==> src/rtl/srw_pkg.sv <==
package srw_pkg;

  typedef enum logic [2:0] {
    ST_IDLE   = 3'd0,
    ST_SHIFT  = 3'd1,
    ST_SETTLE = 3'd2,
    ST_STROBE = 3'd3,
    ST_DONE   = 3'd4
  } srw_state_e;

endpackage

==> src/rtl/srw_bit_timer.sv <==
module srw_bit_timer #(
  parameter int CLK_DIV = 16
) (
  input  logic clk,
  input  logic rst,
  input  logic run,
  output logic sclk,
  output logic bit_end
);
  localparam int HALF = CLK_DIV / 2;
  localparam int CW   = (CLK_DIV > 1) ? $clog2(CLK_DIV) : 1;

  logic [CW-1:0] cnt;
  logic          rise_now;

  assign rise_now = run && (cnt == CW'(HALF - 1));
  assign bit_end  = run && (cnt == CW'(CLK_DIV - 1));

  always_ff @(posedge clk) begin
    if (rst) begin
      cnt  <= '0;
      sclk <= 1'b0;
    end else if (!run) begin
      cnt  <= '0;
      sclk <= 1'b0;
    end else begin
      if (bit_end) cnt <= '0;
      else         cnt <= cnt + 1'b1;
      if (rise_now)     sclk <= 1'b1;
      else if (bit_end) sclk <= 1'b0;
    end
  end
endmodule

==> src/rtl/srw_frame_shifter.sv <==
module srw_frame_shifter #(
  parameter int FRAME_W = 16
) (
  input  logic               clk,
  input  logic               rst,
  input  logic               load,
  input  logic [FRAME_W-1:0] frame,
  input  logic               step,
  output logic               sdo,
  output logic               last
);
  localparam int BW = $clog2(FRAME_W);

  logic [FRAME_W-1:0] sr;
  logic [BW-1:0]      bc;

  assign sdo  = sr[FRAME_W-1];
  assign last = (bc == BW'(FRAME_W - 1));

  always_ff @(posedge clk) begin
    if (rst) begin
      sr <= '0;
      bc <= '0;
    end else if (load) begin
      sr <= frame;
      bc <= '0;
    end else if (step) begin
      if (last) begin
        sr <= '0;
        bc <= '0;
      end else begin
        sr <= {sr[FRAME_W-2:0], 1'b0};
        bc <= bc + 1'b1;
      end
    end
  end
endmodule

==> src/rtl/srw_latch_pulse.sv <==
module srw_latch_pulse #(
  parameter int LATCH_CYCLES = 1
) (
  input  logic clk,
  input  logic rst,
  input  logic fire,
  output logic latch,
  output logic fin
);
  localparam int LW = (LATCH_CYCLES > 1) ? $clog2(LATCH_CYCLES) : 1;

  logic [LW-1:0] lc;

  assign fin = latch && (lc == LW'(LATCH_CYCLES - 1));

  always_ff @(posedge clk) begin
    if (rst) begin
      latch <= 1'b0;
      lc    <= '0;
    end else if (fire) begin
      latch <= 1'b1;
      lc    <= '0;
    end else if (latch) begin
      if (fin) latch <= 1'b0;
      else     lc    <= lc + 1'b1;
    end
  end
endmodule

==> src/rtl/sr_pair_writer.sv <==
module sr_pair_writer #(
  parameter int BYTE_W       = 8,
  parameter int CLK_DIV      = 16,
  parameter int LATCH_CYCLES = 1
) (
  input  logic              clk,
  input  logic              rst,
  input  logic              start,
  input  logic [BYTE_W-1:0] seg_byte,
  input  logic [BYTE_W-1:0] sel_byte,
  output logic              sdo,
  output logic              sclk,
  output logic              latch,
  output logic              done
);
  import srw_pkg::*;

  localparam int FRAME_W = 2 * BYTE_W;

  srw_state_e state, state_nx;
  logic       load, run, bit_end, last_bit, fire, fin;

  assign load = (state == ST_IDLE) && start;
  assign run  = (state == ST_SHIFT);
  assign fire = (state == ST_SETTLE);

  srw_bit_timer #(.CLK_DIV(CLK_DIV)) u_timer (
    .clk     (clk),
    .rst     (rst),
    .run     (run),
    .sclk    (sclk),
    .bit_end (bit_end)
  );

  srw_frame_shifter #(.FRAME_W(FRAME_W)) u_shift (
    .clk   (clk),
    .rst   (rst),
    .load  (load),
    .frame ({seg_byte, sel_byte}),
    .step  (bit_end),
    .sdo   (sdo),
    .last  (last_bit)
  );

  srw_latch_pulse #(.LATCH_CYCLES(LATCH_CYCLES)) u_strobe (
    .clk   (clk),
    .rst   (rst),
    .fire  (fire),
    .latch (latch),
    .fin   (fin)
  );

  always_comb begin
    state_nx = state;
    case (state)
      ST_IDLE:   if (start) state_nx = ST_SHIFT;
      ST_SHIFT:  if (bit_end && last_bit) state_nx = ST_SETTLE;
      ST_SETTLE: state_nx = ST_STROBE;
      ST_STROBE: if (fin) state_nx = ST_DONE;
      ST_DONE:   state_nx = ST_IDLE;
      default:   state_nx = ST_IDLE;
    endcase
  end

  always_ff @(posedge clk) begin
    if (rst) begin
      state <= ST_IDLE;
      done  <= 1'b0;
    end else begin
      state <= state_nx;
      done  <= (state == ST_STROBE) && fin;
    end
  end
endmodule

==> config.mk <==
export PLATFORM = sky130hd
export DESIGN_NAME = sr_pair_writer
export DESIGN_NICKNAME = d
export VERILOG_FILES = /design/src/rtl/srw_pkg.sv /design/src/rtl/srw_bit_timer.sv /design/src/rtl/srw_frame_shifter.sv /design/src/rtl/srw_latch_pulse.sv /design/src/rtl/sr_pair_writer.sv
export SDC_FILE = /design/constraint.sdc
export NUM_CORES = 1
export LEC_CHECK = 0
export CAP_MARGIN = 20
export CELL_PAD_IN_SITES_DETAIL_PLACEMENT = 0
export CELL_PAD_IN_SITES_GLOBAL_PLACEMENT = 2
export CORE_UTILIZATION = 29
export DETAILED_ROUTE_END_ITERATION = 10
export GPL_ROUTABILITY_DRIVEN = 0
export GPL_TIMING_DRIVEN = 0
export PLACE_DENSITY = 0.73
export SETUP_SLACK_MARGIN = 0.15
export SLEW_MARGIN = 10
export SYNTH_ARGS = -nofsm -noshare
export SYNTH_HDL_FRONTEND = slang
export SYNTH_HIERARCHICAL = 1
export SYNTH_SLANG_ARGS = --single-unit
==> constraint.sdc <==
create_clock -name clk -period 1.7 [get_ports clk]
set_clock_uncertainty 0.15 [all_clocks]
set_input_delay 0.51 -clock clk [delete_from_list [all_inputs] [get_ports clk]]
set_output_delay 0.51 -clock clk [all_outputs]
set_load 0.1 [all_outputs]
==> flow_metrics.env <==
export IMPL_synth_nets=176
export IMPL_cts_made_buffers=5
export IMPL_wl_per_cell_um=14.3
export IMPL_syn_avg_cell_area_um2=9.53
export IMPL_synth_distinct_cells=34
export IMPL_cts_tree="done"
export IMPL_stdcell_count=264
export IMPL_clk_insertion_delay_late_ns=0.29
export IMPL_synth_top_area_share=0.420
export IMPL_dp_cells=244
export IMPL_coreArea_um2=4820
export IMPL_rrSetupSlack_ns=0.11
export IMPL_worstRegToRegCells=8
export IMPL_vias=1298
export IMPL_cts_root_buffer="clkbuf_8"
export IMPL_fin_area_um2=2280
export IMPL_fillers=461
export IMPL_path_clk_slew_ns=0.07
export IMPL_ant_nets=0
export IMPL_crit_start="u_timer/cnt[0]$_SDFF_PP0_"
export IMPL_slew_violations=0
export IMPL_multi_input_area_um2=897
export IMPL_ys_warnings_count=6
export IMPL_tightest_slew_ns=0.346
export IMPL_routed_wl_um=3780
export IMPL_syn_inst=155
export IMPL_cp_data_arrival_time_ns=1.65
export IMPL_drt_iter0_markers=76
export IMPL_final_util=0.473
export IMPL_grt_pass1_wl_um=6280
export IMPL_worstReg2RegStart="u_timer/cnt[0]$_SDFF_PP0_"
export IMPL_ys_seq_area_frac=0.420
export IMPL_p_leak_nw=0.767
export IMPL_synth_area_top_cells="dfxtp_1 (42%), nor3b_1 (9.1%), a21oi_1 (8.8%)"
export IMPL_cts_sink_count=31
export IMPL_required_ns=1.76
export IMPL_slew_headroom=0.769
export IMPL_fmax_mhz=628
export IMPL_layout_drive_gt1_share=0.442
export IMPL_startpoint_type="flip-flop"
export IMPL_syn_to_final_growth_pct=54.2
export IMPL_endpoint="u_shift/sr[2]$_SDFFE_PP0P_"
export IMPL_setup_violations=0
export IMPL_netlist_area_um2=1480
export IMPL_min_period_ns=1.59
export IMPL_clk_path_buf_depth=2
export IMPL_grt_usage=0.156
export IMPL_drv_cap=0
export IMPL_rr_endpoint="u_shift/sr[2]$_SDFFE_PP0P_"
export IMPL_seqCellArea_um2=647
export IMPL_fin_crit_sh=0.936
export IMPL_crit_type="reg2reg"
export IMPL_dp_hpwl_um=2400
export IMPL_hold_viol=0
export IMPL_io_buffer_count=22
export IMPL_diodes=0
export IMPL_io_pins=23
export IMPL_place_area_um2=1820
export IMPL_fp_dieH_um=73.4
export IMPL_grt_max_degree=11
export IMPL_grt_overflow_total=0
export IMPL_fin_nets=217
export IMPL_ys_ff_latch=31
export IMPL_rsz0062_at_grt="true"
export IMPL_via_per_inst=4.92
export IMPL_yosys_area_top_type="dfxtp_1"
export IMPL_drc_errors=0
export IMPL_grt_antenna_before_repair=0
export IMPL_power_density_nw_per_um2=713
export IMPL_fp_row_count=25
export IMPL_cp_end_kind="flip-flop"
export IMPL_die_x_um=73.4
export IMPL_ir_drop_mv=0.407
export IMPL_outcome="finished, final reports clean"
export IMPL_firstDrtPassIters=4
export IMPL_grt_pass1_vias=1317
export IMPL_hp_class="reg2reg"
export IMPL_htree_levels=2
export IMPL_die_area_um2=5380
export IMPL_start_util=0.307
export IMPL_cp_max_fo=5
[logic make-up (layout without fill, tap and decap cells)]
kind of cell	after synthesis	count (layout)	synth area share
AOI/OAI and AO/OA	41	41	0.172
xor gates and xnor gates	2	2	0.0119
adders and majority gates	2	2	0.0169
buffers and inverters	13	55	0.0559
DFF	31	31	0.420
muxes	2	2	0.0135
and+or+nand+nor	64	64	0.310
[cell usage after synthesis]
master    number
and4b_2        1
and3_1         1
a21oi_2       10
a41oi_1        1
buf_2          3
buf_4          2
nor3b_1       18
nand3_2       12
nor2b_1        1
inv_2          1
inv_1          2
nor3_1         6
o21ai_1        1
nand2_1        2
a31oi_1        2
ha_1           2
mux2i_1        2
buf_6          3
clkbuf_1       2
nor2b_4        1
nor4b_2        1
nor3_2         1
dfxtp_1       31
nor2_1         8
xnor2_1        1
nor4b_1        1
nor4_1         1
nand3_1        7
a21oi_1       26
and2b_1        1
nand2b_1       1
nand4b_1       1
a311o_1        1
xor2_1         1
[area by class of cell]
class,instances,share of cell area
inverters,3,0.00494
well taps,67,0.0368
repair buffers,34,0.185
clock buffers,8,0.0439
plain buffers,10,0.0522
multi-input cells,111,0.394
flip-flops and latches,31,0.284
[what timing repair did]
action,in CTS,in global routing
buffers inserted,8,0
resized for setup,62,18
endpoints found under the setup margin,26,22
pin swaps,4,5
hold buffers,0,0
gates cloned,3,1
[stage by stage]
stage          hold WS [ns]  setup TNS, ns  total power, mW  setup WS (ns)
2_1_floorplan         0.276              0            0.885          0.152
3_3_place_gp          0.278         -11.01            0.953         -0.478
3_5_place_dp          0.286         -10.70            0.957         -0.490
4_1_cts               0.299              0             1.64         0.0943
5_1_grt               0.316              0             1.69         0.0272
6_report              0.294              0             1.62          0.108
[state kept, by name, indices dropped and copies added, names as in the netlist]
register        count
u_shift/bc          4
u_strobe/lc         1
u_timer/sclk        1
u_shift/sr         16
u_strobe/latch      1
done                1
state               3
u_timer/cnt         4
[per-layer routing]
layer | routed length [um] | global-route usage
met5 | 0 | 0
met4 | 53 | 0.0620
met3 | 129 | 0.0439
met2 | 1930 | 0.275
met1 | 1660 | 0.179
[worst min-delay path by stage]
stage | to | start | slack, ns | cells past startpoint
global route | u_shift/sr[9]$_SDFFE_PP0P_ | u_shift/sr[8]$_SDFFE_PP0P_ | 0.32 | 2
CTS | u_strobe/lc$_SDFFE_PP0P_ | u_strobe/latch$_SDFF_PP0_ | 0.30 | 1
global placement | u_strobe/lc$_SDFFE_PP0P_ | u_strobe/latch$_SDFF_PP0_ | 0.28 | 1
finish | u_shift/sr[1]$_SDFFE_PP0P_ | u_shift/sr[0]$_SDFFE_PP0P_ | 0.29 | 2
floorplan | u_shift/sr[15]$_SDFFE_PP0P_ | u_shift/sr[14]$_SDFFE_PP0P_ | 0.28 | 2
detailed placement | u_strobe/lc$_SDFFE_PP0P_ | u_strobe/latch$_SDFF_PP0_ | 0.29 | 1
[cell usage in the layout (no fill, tap or decap), drive strengths merged, types with 2 or more instances in the layout]
master	count
nor3b	18
mux2i	2
dlygate4sd2	2
nor4b	2
nor2	8
dfxtp	31
buf	22
ha	2
nor2b	2
a31oi	2
nand2	2
inv	3
nand3	19
nor3	7
clkdlybuf4s50	16
clkbuf	12
a21oi	36
[critical path, stage by stage, from the launching register on]
cell       delay (ns)
dfxtp_4          0.36
ha_4             0.18
nand3_4          0.08
nor2_4           0.05
buf_4            0.14
clkbuf_16        0.15
nor3b_1          0.20
a21oi_1          0.06
a21oi_1          0.14
[where the power goes]
part / switching [mW] / internal (mW) / total [mW]
registers: 0.0187 / 0.747 / 0.765
logic: 0.0920 / 0.112 / 0.204
clock network: 0.285 / 0.370 / 0.654
total: 0.395 / 1.23 / 1.62
No activity file was read; power rests on OpenSTA's default activity.
